==> config.mk <==
export PLATFORM = sky130hd
export DESIGN_NAME = cmd_packet_framer
export DESIGN_NICKNAME = d
export VERILOG_FILES = /design/src/rtl/gcpf_pkg.sv /design/src/rtl/gcpf_op_decode.sv /design/src/rtl/gcpf_env_bank.sv /design/src/rtl/gcpf_xfer_track.sv /design/src/rtl/cmd_packet_framer.sv
export SDC_FILE = /design/constraint.sdc
export NUM_CORES = 1
export LEC_CHECK = 0
export ABC_AREA = 1
export BUFFER_PORTS_ARGS = -buffer_cell sky130_fd_sc_hd__clkbuf_2
export CORE_ASPECT_RATIO = 1.25
export CORE_MARGIN = 5
export CORE_UTILIZATION = 53
export CTS_CLUSTER_DIAMETER = 30
export DETAILED_ROUTE_END_ITERATION = 10
export GPL_TIMING_DRIVEN = 0
export PLACE_DENSITY_LB_ADDON = 0.12
export SKIP_CTS_REPAIR_TIMING = 1
export SYNTH_ARGS = -nofsm -noshare
export SYNTH_HDL_FRONTEND = slang
export SYNTH_SLANG_ARGS = --single-unit
==> constraint.sdc <==
create_clock -name clk -period 3.1 [get_ports clk]
set_input_delay 0.155 -clock clk [delete_from_list [all_inputs] [get_ports clk]]
set_output_delay 0.155 -clock clk [all_outputs]
set_load 0.01 [all_outputs]
==> src/rtl/gcpf_pkg.sv <==
package gcpf_pkg;

   localparam int WORD_W = 32;
   localparam int ENV_N  = 8;
   localparam int STAT_W = 13;

   typedef enum logic [1:0] {
      K_FIXED,
      K_LINE_FLAT,
      K_LINE_SHADED,
      K_XFER
   } pkt_kind_e;

   typedef enum logic [1:0] {
      ST_COLLECT,
      ST_EMIT,
      ST_XFER
   } fr_state_e;

   // parameter words that follow an opcode word (zero: single word)
   function automatic logic [3:0] param_words(input logic [7:0] op);
      logic [3:0] n;
      n = 4'd0;
      case (op[7:4])
         4'h0: n = (op == 8'h02) ? 4'd2 : 4'd0;
         4'h2: case (op[3:2])
                  2'd0: n = 4'd3;
                  2'd1: n = 4'd6;
                  2'd2: n = 4'd4;
                  default: n = 4'd8;
               endcase
         4'h3: case (op[3:2])
                  2'd0: n = 4'd5;
                  2'd1: n = 4'd8;
                  2'd2: n = 4'd7;
                  default: n = 4'd11;
               endcase
         4'h4: n = op[3] ? 4'd3 : 4'd2;
         4'h5: n = op[3] ? 4'd4 : 4'd3;
         4'h6: case (op[3:2])
                  2'd0: n = 4'd2;
                  2'd1: n = 4'd3;
                  2'd2: n = 4'd1;
                  default: n = 4'd0;
               endcase
         4'h7: n = op[2] ? 4'd2 : 4'd1;
         4'h8: n = (op == 8'h80) ? 4'd3 : 4'd0;
         default: n = 4'd0;
      endcase
      return n;
   endfunction

endpackage

==> src/rtl/gcpf_op_decode.sv <==
module gcpf_op_decode
   import gcpf_pkg::*;
(
   input  logic [7:0] op_i,
   output pkt_kind_e  kind_o,
   output logic [3:0] len_o,
   output logic       env_o,
   output logic       drop_o,
   output logic       read_o
);

   logic is_xfer;
   logic is_flat;
   logic is_shaded;

   always_comb begin
      is_xfer   = (op_i[7:5] == 3'b101) || (op_i[7:5] == 3'b110);
      is_flat   = (op_i[7:3] == 5'b01001);
      is_shaded = (op_i[7:3] == 5'b01011);
      env_o     = (op_i[7:3] == 5'b11100);
      read_o    = (op_i[7:5] == 3'b110);
      len_o     = param_words(op_i);
      if (is_xfer)        kind_o = K_XFER;
      else if (is_flat)   kind_o = K_LINE_FLAT;
      else if (is_shaded) kind_o = K_LINE_SHADED;
      else                kind_o = K_FIXED;
      drop_o = !is_xfer && !env_o && (len_o == 4'd0);
   end

endmodule

==> src/rtl/gcpf_env_bank.sv <==
module gcpf_env_bank
   import gcpf_pkg::*;
(
   input  logic                      clk,
   input  logic                      rst_n,
   input  logic                      we_i,
   input  logic [$clog2(ENV_N)-1:0]  idx_i,
   input  logic [WORD_W-1:0]         wdata_i,
   output logic [ENV_N*WORD_W-1:0]   env_o,
   output logic [STAT_W-1:0]         stat_o
);

   logic [WORD_W-1:0] env_q [ENV_N];

   generate
      for (genvar i = 0; i < ENV_N; i++) begin : g_reg
         always_ff @(posedge clk or negedge rst_n) begin
            if (!rst_n)
               env_q[i] <= {8'(224 + i), {(WORD_W-8){1'b0}}};
            else if (we_i && (idx_i == i))
               env_q[i] <= wdata_i;
         end
         assign env_o[i*WORD_W +: WORD_W] = env_q[i];
      end
   endgenerate

   always_ff @(posedge clk or negedge rst_n) begin
      if (!rst_n) stat_o <= '0;
      else        stat_o <= {env_q[6][1:0], env_q[1][10:0]};
   end

   assert_env_write_R4: assert property (@(posedge clk) disable iff (!rst_n)
      we_i |=> (env_o[$past(idx_i)*WORD_W +: WORD_W] == $past(wdata_i)));

   assert_status_mirror_R6: assert property (@(posedge clk) disable iff (!rst_n)
      (we_i && idx_i == 1) ##1 !(we_i && idx_i == 1) |=> stat_o[10:0] == $past(wdata_i[10:0], 2));

endmodule

==> src/rtl/gcpf_xfer_track.sv <==
module gcpf_xfer_track #(
   parameter int XW = 10,
   parameter int YW = 9
)(
   input  logic          clk,
   input  logic          rst_n,
   input  logic          start_i,
   input  logic          read_i,
   input  logic [XW-1:0] xf_i,
   input  logic [YW-1:0] yf_i,
   input  logic [XW-1:0] wf_i,
   input  logic [YW-1:0] hf_i,
   input  logic          beat_i,
   output logic          start_o,
   output logic          read_o,
   output logic [XW-1:0] x_o,
   output logic [YW-1:0] y_o,
   output logic [XW:0]   w_o,
   output logic [YW:0]   h_o,
   output logic          busy_o,
   output logic          last_o
);

   localparam int WW   = XW + 1;
   localparam int HW   = YW + 1;
   localparam int PW   = WW + HW;
   localparam int CNTW = XW + YW;

   logic [WW-1:0]   w_dec;
   logic [HW-1:0]   h_dec;
   logic [PW-1:0]   prod;
   logic [CNTW-1:0] words;
   logic [CNTW-1:0] cnt_q;

   always_comb begin
      w_dec = (wf_i == '0) ? (WW'(1) << XW) : {1'b0, wf_i};
      h_dec = (hf_i == '0) ? (HW'(1) << YW) : {1'b0, hf_i};
      prod  = PW'(w_dec) * PW'(h_dec);
      words = CNTW'((prod + PW'(1)) >> 1);
   end

   always_ff @(posedge clk or negedge rst_n) begin
      if (!rst_n) begin
         start_o <= 1'b0;
         read_o  <= 1'b0;
         x_o     <= '0;
         y_o     <= '0;
         w_o     <= '0;
         h_o     <= '0;
         cnt_q   <= '0;
      end else begin
         start_o <= start_i;
         if (start_i) begin
            read_o <= read_i;
            x_o    <= xf_i;
            y_o    <= yf_i;
            w_o    <= w_dec;
            h_o    <= h_dec;
            if (!read_i) cnt_q <= words;
         end else if (beat_i && cnt_q != '0) begin
            cnt_q <= cnt_q - CNTW'(1);
         end
      end
   end

   assign busy_o = (cnt_q != '0);
   assign last_o = beat_i && (cnt_q == CNTW'(1));

   assert_start_idle_R9: assert property (@(posedge clk) disable iff (!rst_n)
      start_i |-> !busy_o);

   assert_count_step_R10: assert property (@(posedge clk) disable iff (!rst_n)
      (beat_i && busy_o && !start_i) |=> cnt_q == $past(cnt_q) - CNTW'(1));

endmodule

==> src/rtl/cmd_packet_framer.sv <==
module cmd_packet_framer
   import gcpf_pkg::*;
#(
   parameter int PKT_DEPTH = 16,
   parameter int XW        = 10,
   parameter int YW        = 9
)(
   input  logic                      clk,
   input  logic                      rst_n,
   input  logic                      in_valid,
   output logic                      in_ready,
   input  logic [WORD_W-1:0]         in_data,
   output logic                      pkt_valid,
   input  logic                      pkt_ready,
   output logic [WORD_W-1:0]         pkt_data,
   output logic                      pkt_first,
   output logic                      pkt_last,
   output logic                      xfer_start,
   output logic                      xfer_read,
   output logic [XW-1:0]             xfer_x,
   output logic [YW-1:0]             xfer_y,
   output logic [XW:0]               xfer_w,
   output logic [YW:0]               xfer_h,
   output logic                      xfer_wr_valid,
   input  logic                      xfer_wr_ready,
   output logic [WORD_W-1:0]         xfer_wr_data,
   output logic [ENV_N*WORD_W-1:0]   env_regs,
   output logic [STAT_W-1:0]         status
);

   localparam int CW = $clog2(PKT_DEPTH + 1);
   localparam int RW = $clog2(PKT_DEPTH);

   generate
      if (PKT_DEPTH < 12) begin : g_bad_depth
         initial $error("PKT_DEPTH must hold the longest fixed packet (12 words)");
      end
      if (XW > 16 || YW > 16) begin : g_bad_field
         initial $error("XW and YW must fit a 16-bit half word");
      end
   endgenerate

   fr_state_e        state;
   pkt_kind_e        kind_r;
   pkt_kind_e        dec_kind;
   logic [3:0]       dec_len;
   logic             dec_env, dec_drop, dec_read;
   logic [CW-1:0]    wcnt, need_r;
   logic [RW-1:0]    rd;
   logic             rd_flag_r;
   logic [WORD_W-1:0] pbuf [PKT_DEPTH];

   logic             term, full, pkt_done, store, env_we, xfer_go, beat, last_beat;
   logic             trk_busy, trk_last;

   gcpf_op_decode u_dec (
      .op_i   (in_data[31:24]),
      .kind_o (dec_kind),
      .len_o  (dec_len),
      .env_o  (dec_env),
      .drop_o (dec_drop),
      .read_o (dec_read)
   );

   gcpf_env_bank u_env (
      .clk     (clk),
      .rst_n   (rst_n),
      .we_i    (env_we),
      .idx_i   (in_data[26:24]),
      .wdata_i (in_data),
      .env_o   (env_regs),
      .stat_o  (status)
   );

   gcpf_xfer_track #(.XW(XW), .YW(YW)) u_trk (
      .clk     (clk),
      .rst_n   (rst_n),
      .start_i (xfer_go),
      .read_i  (rd_flag_r),
      .xf_i    (pbuf[1][XW-1:0]),
      .yf_i    (pbuf[1][16 +: YW]),
      .wf_i    (in_data[XW-1:0]),
      .hf_i    (in_data[16 +: YW]),
      .beat_i  (beat),
      .start_o (xfer_start),
      .read_o  (xfer_read),
      .x_o     (xfer_x),
      .y_o     (xfer_y),
      .w_o     (xfer_w),
      .h_o     (xfer_h),
      .busy_o  (trk_busy),
      .last_o  (trk_last)
   );

   always_comb begin
      term = ((in_data & 32'hF000_F000) == 32'h5000_5000);
      full = (wcnt == CW'(PKT_DEPTH - 1));
      case (kind_r)
         K_FIXED:       pkt_done = (wcnt + CW'(1) == need_r);
         K_LINE_FLAT:   pkt_done = ((wcnt >= CW'(3)) && term) || full;
         K_LINE_SHADED: pkt_done = ((wcnt >= CW'(4)) && !wcnt[0] && term) || full;
         default:       pkt_done = (wcnt == CW'(2));
      endcase
   end

   assign in_ready      = (state == ST_COLLECT) || ((state == ST_XFER) && xfer_wr_ready);
   assign store         = (state == ST_COLLECT) && in_valid &&
                          ((wcnt != '0) || (!dec_env && !dec_drop));
   assign env_we        = (state == ST_COLLECT) && in_valid && (wcnt == '0) && dec_env;
   assign xfer_go       = (state == ST_COLLECT) && in_valid && (wcnt != '0) &&
                          (kind_r == K_XFER) && pkt_done;
   assign beat          = (state == ST_XFER) && in_valid && xfer_wr_ready;
   assign xfer_wr_valid = (state == ST_XFER) && in_valid;
   assign xfer_wr_data  = in_data;

   assign pkt_valid = (state == ST_EMIT);
   assign pkt_data  = pbuf[rd];
   assign last_beat = (CW'(rd) == wcnt - CW'(1));
   assign pkt_first = pkt_valid && (rd == '0);
   assign pkt_last  = pkt_valid && last_beat;

   always_ff @(posedge clk) begin
      if (store) pbuf[RW'(wcnt)] <= in_data;
   end

   always_ff @(posedge clk or negedge rst_n) begin
      if (!rst_n) begin
         state     <= ST_COLLECT;
         kind_r    <= K_FIXED;
         wcnt      <= '0;
         need_r    <= '0;
         rd        <= '0;
         rd_flag_r <= 1'b0;
      end else begin
         case (state)
            ST_COLLECT: if (in_valid) begin
               if (wcnt == '0) begin
                  if (!dec_env && !dec_drop) begin
                     kind_r    <= dec_kind;
                     need_r    <= CW'(dec_len) + CW'(1);
                     rd_flag_r <= dec_read;
                     wcnt      <= CW'(1);
                  end
               end else if (pkt_done) begin
                  if (kind_r == K_XFER) begin
                     wcnt <= '0;
                     if (!rd_flag_r) state <= ST_XFER;
                  end else begin
                     wcnt  <= wcnt + CW'(1);
                     rd    <= '0;
                     state <= ST_EMIT;
                  end
               end else begin
                  wcnt <= wcnt + CW'(1);
               end
            end
            ST_EMIT: if (pkt_ready) begin
               if (last_beat) begin
                  state <= ST_COLLECT;
                  wcnt  <= '0;
                  rd    <= '0;
               end else begin
                  rd <= rd + RW'(1);
               end
            end
            ST_XFER: if (trk_last) state <= ST_COLLECT;
            default: state <= ST_COLLECT;
         endcase
      end
   end

   assert_hold_out_R3: assert property (@(posedge clk) disable iff (!rst_n)
      (pkt_valid && !pkt_ready) |=> pkt_valid && $stable(pkt_data) && $stable(pkt_last));

   assert_no_input_emit_R2: assert property (@(posedge clk) disable iff (!rst_n)
      pkt_valid |-> !in_ready);

   assert_xfer_phase_R10: assert property (@(posedge clk) disable iff (!rst_n)
      xfer_wr_valid |-> (trk_busy && !pkt_valid));

   assert_read_no_phase_R12: assert property (@(posedge clk) disable iff (!rst_n)
      (xfer_start && xfer_read) |-> !xfer_wr_valid);

endmodule

### Word level (Yosys, flattened, before mapping)

Memory sizes are Yosys's and may differ from the RTL's. A register that Yosys moved wholly into a read port is not among the register bits.
Index checks and enable logic that the tools add are counted.
W data, S select, Z words.

| word-level totals | value |
|---|---|
| bits of input ports | 37 |
| output and inout bits | 380 |
| RAM bits | 512 |
| memories kept | 1 |
| word-level logic and storage cells | 175 |
| register bits after elaboration | 330 |

| cells by class | value |
|---|---|
| $lt $le $gt $ge | 2 |
| muxes and demuxes | 44 |
| equality and inequality tests | 44 |
| reductions and logical operators | 57 |
| $mul | 1 |
| $add $sub $neg | 6 |

Memory list:

| memory | depth | width | rd ports | clocked after memory_dff | wr ports | line | text |
|---|---|---|---|---|---|---|---|
| pbuf | 16 | 32 | 2 | 1 | 1 | cmd_packet_framer.sv:51 | `logic [WORD_W-1:0] pbuf [PKT_DEPTH];` |

Operator list:

| cell | count |
|---|---|
| $mux W19 | 3 |
| $mux W5 | 7 |
| $pmux W4 S8 | 1 |
| $logic_and A1 B1 Y1 | 28 |
| $mux W2 | 14 |
| $mux W4 | 6 |
| $pmux W4 S3 | 2 |
| $add A20 B1 Y20 const B | 1 |
| $mul A11 B10 Y20 | 1 |
| $eq A19 B1 Y1 const B | 1 |
| $reduce_bool A19 Y1 | 1 |
| $sub A19 B1 Y19 const B | 1 |
| $eq A3 B3 Y1 const B | 6 |
| $eq A4 B3 Y1 const B | 4 |
| $eq A5 B4 Y1 const B | 3 |
| $logic_not A4 Y1 | 3 |
| $ne A2 B2 Y1 const B | 6 |
| $pmux W2 S3 | 2 |
| $mux W11 | 1 |
| $logic_not A10 Y1 | 1 |
| $mux W10 | 1 |
| $pmux W5 S2 | 1 |
| $logic_not A9 Y1 | 1 |
| $eq A2 B2 Y1 const B | 4 |
| 36 further kinds | 55 |

### Depth between registers and ports, before layout

| logic depth | value |
|---|---|
| depth in word-level cells | 11 |
| depth in mapped cells | 26 |
| mapped depth without buffers | 25 |

### Cells and area by module

A second synthesis with hierarchy kept.

| unflattened totals | value |
|---|---|
| cell total of the unflattened synthesis | 3920 |
| area total of the unflattened synthesis | 39320.2 um^2 |

By module, submodules not included:

| module | times used | seq. area each (um^2) | cells an instance | area an instance (um^2) |
|---|---|---|---|---|
| cmd_packet_framer | 1 | 15850.2 | 1704 | 21580.7 |
| gcpf_env_bank | 1 | 6776.5 | 1158 | 10357.4 |
| gcpf_xfer_track | 1 | 1526.5 | 976 | 6936.7 |
| gcpf_op_decode | 1 | 0.0 | 82 | 445.4 |

### Worst setup path before layout

Ideal clock, no wire load.

| path | value |
|---|---|
| path type | in2reg |
| start | input in_data[9] |
| end | register u_trk.cnt_q[18] |
| arrival time | 4.420 ns |
| buffers on the path | 1 |
| setup time | 0.077 ns |
| path slack | -1.398 ns |
| data required time | 3.023 ns |
| stages | 24 |
| cell sequence | clkbuf_1 inv_1 nand4_1 nor2_1 nand2_1 fa_1 fa_1 inv_1 fa_1 inv_1 fa_1 inv_1 ha_1 ha_1 nand2_1 nor2_1 inv_1 nor3_1 nand3_1 inv_1 nor2_1 nand2_1 nand3_1 a21oi_1 |

| between the ends | value |
|---|---|
| longest elaborated chain between the ends | 6 |

Ends and longest elaborated chain:

| element | line | text |
|---|---|---|
| start, declared | cmd_packet_framer.sv:12 | `input logic [WORD_W-1:0] in_data,` |
| $logic_not A10 Y1 | gcpf_xfer_track.sv:36 | `w_dec = (wf_i == '0) ? (WW'(1) << XW) : {1'b0, wf_i};` |
| $mux W11 (*) | gcpf_xfer_track.sv:36 |  |
| $mul A11 B10 Y20 (*) | gcpf_xfer_track.sv:38 | `prod = PW'(w_dec) * PW'(h_dec);` |
| $add A20 B1 Y20 (*) | gcpf_xfer_track.sv:39 | `words = CNTW'((prod + PW'(1)) >> 1);` |
| $mux W19 (*) | gcpf_xfer_track.sv:59 | `if (!read_i) cnt_q <= words;` |
| $mux W19 (*) | gcpf_xfer_track.sv:53 | `if (start_i) begin` |
| end signal, assigned | gcpf_xfer_track.sv:59 |  |
| end signal, assigned | gcpf_xfer_track.sv:61 | `cnt_q <= cnt_q - CNTW'(1);` |
| end, declared | gcpf_xfer_track.sv:33 | `logic [CNTW-1:0] cnt_q;` |

Every way passes the cells marked *; elsewhere a longest branch is shown, timed or not. The select of a mux whose other input is x is not followed.
A chain may end at the register's enable or synchronous reset.

### Worst setup path after layout

| path | value |
|---|---|
| start | input in_data[21] |
| end | register u_trk.cnt_q[16] |

| between the ends | value |
|---|---|
| longest elaborated chain between the ends | 6 |

Ends and longest elaborated chain:

| element | line | text |
|---|---|---|
| $logic_not A9 Y1 | gcpf_xfer_track.sv:37 | `h_dec = (hf_i == '0) ? (HW'(1) << YW) : {1'b0, hf_i};` |
| $mux W10 (*) | gcpf_xfer_track.sv:37 |  |
| $mul A11 B10 Y20 (*) | gcpf_xfer_track.sv:38 |  |
| $add A20 B1 Y20 (*) | gcpf_xfer_track.sv:39 |  |
| $mux W19 (*) | gcpf_xfer_track.sv:59 |  |
| $mux W19 (*) | gcpf_xfer_track.sv:53 |  |

Marks and branches as above.

==> key figures <==
Run status
  – Status: finished with violations
  – Failing checks: negative hold slack, negative setup slack

Synth
  – Yosys warning count: 0
  – Syn Std Cell Area: 0.03804 mm2
  – Synth Instances: 3,542
  – Yosys reg bits: 861
  – Synthesized area per cell: 10.74 um2
  – Yosys top cell area share: 40.42%
  – Seq/Total Area, Yosys: 63.50%
  – Number of synthesized flops with an enable pin: 512
  – Unique masters post-synth: 46
  – Asr flop ratio synth: 40.53%
  – Net count after synthesis: 3,722
  – Post-synth top area cell: edfxtp_1
  – Most common library cells after synthesis: nand2_1, edfxtp_1, o21ai_0
  – Top-count cell post-synth: nand2_1
  – Most used DFF post-synth: edfxtp_1
  – Synth top area cells: edfxtp_1, dfrtp_1, nand2_1, o21ai_0, fa_1

CTS
  – Clk_lat worst skew: 740 ps
  – CTS H-tree lvls: 4
  – CTS root buf: clkbuf_16
  – Clock sink count: 861
  – TritonCTS Buffers: 133
  – Clock transition at path regs: 50 ps
  – Max clock buf depth: 3
  – CTS tree: built

Setup path
  – CP max stage delay: 540 ps
  – Slowest cell on crit path: fa_1
  – Worst R2R Path Depth: 15
  – Startpoint Class: input port
  – Max FO, Critical Path: 4
  – Most common cell on crit path: fa_1
  – Critical Path AT: 4710 ps
  – Reg2reg start: wcnt[3]
  – CP Data Required Time: 3700 ps
  – Worst path cell trace: buf_16, nor2_4, nand3_2, nor2_4, clkinv_4, nor2_4, fa_1, fa_1, fa_1, fa_1, inv_1, fa_1, inv_2, ha_4, inv_4, o21bai_4, a21oi_4, nor2_1, nor2_1, buf_4, nand3_2, nand2_2, nor2_4, o21ai_1
  – Setup slack, reg-to-reg: 360 ps
  – Reg-to-Reg End: rd[1]
  – CP Class: in2reg
  – Worst Setup End Kind: flop

Cells and area
  – Multi-input logic area: 0.01213 mm2
  – # fillers: 5,209
  – Share of cells above drive strength 1: 25.54%
  – NumNets Final: 4,404
  – Fin util: 69.25%
  – FF/Latch Area: 0.02416 mm2
  – Area delta synth->final: 29.12%

Timing
  – Worst Tran Pin Value: 941.6 ps
  – Worst slew margin relative to its limit: 37.02%
  – Final Cycle Share: 132.5%
  – Fmax: 0.2434 GHz
  – Max Slew Vio Count: 0
  – Final WS setup: -1008 ps
  – Final min period: 4108 ps
  – Fin. Hold Viols: 17
  – RSZ-0062 raised after global routing: true
  – Hold WS: -35.87 ps
  – Final Setup Violations: 517
  – Layout Skew: 28.23 ps

Place
  – Port-buffer cells: 416
  – Final HPWL DP: 90,920 um
  – GPL Wtd Cong: 0.9111

Global route
  – Largest net degree at the start of global routing: 98
  – Met3 usage: 9.281%
  – GRT Total Usage: 33.00%
  – Vias in the first global route: 29.50k
  – GR met2 Demand/Resource: 55.43%
  – First-pass GRT wire length: 189,300 um
  – Global routing usage on met1: 38.78%
  – Grt total ovfl: 0
  – Initial antenna violation count: 6
  – Layer with the highest usage: met2

Hold path
  – Worst hold stages: 6
  – Worst hold path class: in2reg
  – Worst Hold Path EP: state[1]
  – Hold_sp: xfer_wr_ready

Floorplan
  – Row cnt: 109
  – Die area: 0.07726 mm2
  – Initial Util: 53.63%
  – Die Y-Extent: 309.5 um
  – Placeable Area: 0.07092 mm2
  – Chip Width: 249.6 um
  – # IOs: 417

Drt
  – Final ANT Viol Nets: 0
  – Final WL: 136,600 um
  – Routed via count: 30.37k
  – Drt first pass iters: 5
  – DRC: 0
  – Initial DRC Count: 3,439
  – WL per Instance: 25.88 um
  – Vias per inst: 5.757

Power
  – Power density over the cells: 756.3 mW/mm2
  – Worst vdd ir: 565.6 uV
  – Design Power: 37,140 uW
  – Leakage: 0.02207 uW

Flow run
  – Max Cap Viol: 0
-- how the worst max path moves through the flow --
stage,endpoint,start,slack (ps),cells past startpoint
floorplan,u_trk.cnt_q[10],in_data[18],-1150,21
global placement,u_env.stat_o[7],rst_n,-5960,1
CTS,u_trk.cnt_q[17],in_data[6],-1950,21
global route,u_trk.cnt_q[17],in_data[16],-1140,23
finish,u_trk.cnt_q[16],in_data[21],-1010,24
detailed placement,u_trk.cnt_q[17],in_data[6],-2670,21
-- report_power, final --
part	switching [uW]	internal, uW
registers	47.2	12200
clock network	5760	9960
logic	6140	3030
-- layer usage --
metal  part of all wire, %  vias up  wire length, um
li1                      -    13310                -
met1                    34    14710            46610
met2                    48     1896            65460
met3                    11      460            14680
met4                   7.2        2             9796
met5                0.0073        -               10
-- critical path: cells and delay by family --
| kind | cells | cell delay [ps] |
|---|---|---|
| AO/OA/AOI/OAI | 3 | 310 |
| adder cells (fa/ha/maj) | 6 | 2850 |
| buffers and inverters | 6 | 500 |
| AND/OR/NAND/NOR | 9 | 890 |
-- kinds of logic after synthesis --
| family | Yosys count | synth area share, % |
|---|---|---|
| and+or+nand+nor | 1274 | 13.47 |
| xor gates and xnor gates | 17 | 0.3914 |
| adders and majority gates | 143 | 6.066 |
| DFF | 861 | 63.50 |
| buffers and inverters | 544 | 6.441 |
| AOI/OAI and AO/OA | 703 | 10.13 |
-- through the flow --
stage / setup TNS (ps) / cell area, um2 / std cells / setup slack, ps
floorplan: -12820 / 38470 / 3542 / -1145
global placement: -2867520 / 41740 / 4901 / -5962
detailed placement: -377160 / 42260 / 4920 / -2674
CTS: -58170 / 47030 / 5162 / -1953
global route: -82820 / 49110 / 5275 / -1136
finish: -52500 / 49110 / 5276 / -1008
-- final cells by class --
type / instances / area share, %
Clock inverter: 92 / 2.471
Inverter: 328 / 2.588
Timing Repair Buffer: 548 / 8.185
Buffer: 214 / 3.238
Clock buffer: 150 / 7.222
Antenna cell: 2 / 0.01019
Multi-Input combinational cell: 2138 / 24.70
Sequential cell: 861 / 49.18
Tap cell: 943 / 2.402
-- sequential cells by signal (all words and copies together), names as in the netlist --
signal         flops
kind_r             2
wcnt               5
rd_flag_r          1
u_trk.start_o      1
u_env.stat_o      13
state              2
u_trk.read_o       1
u_trk.cnt_q       19
u_trk.y_o          9
u_trk.w_o         11
pbuf             512
u_env.env_o      256
u_trk.h_o         10
need_r             5
u_trk.x_o         10
rd                 4
-- layout by cell type (no fill, tap or decap), types with 43 or more instances in the layout --
| cell type | instances |
|---|---|
| ha_1 | 62 |
| dfrtp_1 | 311 |
| a21oi_1 | 118 |
| buf_4 | 103 |
| inv_1 | 305 |
| buf_6 | 43 |
| clkbuf_16 | 150 |
| nand2_1 | 823 |
| o21ai_1 | 160 |
| edfxtp_1 | 512 |
| o21ai_0 | 290 |
| clkbuf_2 | 430 |
| nand3_1 | 100 |
| nor2_1 | 224 |
| fa_1 | 68 |
No activity file was read; power rests on OpenSTA's default activity.
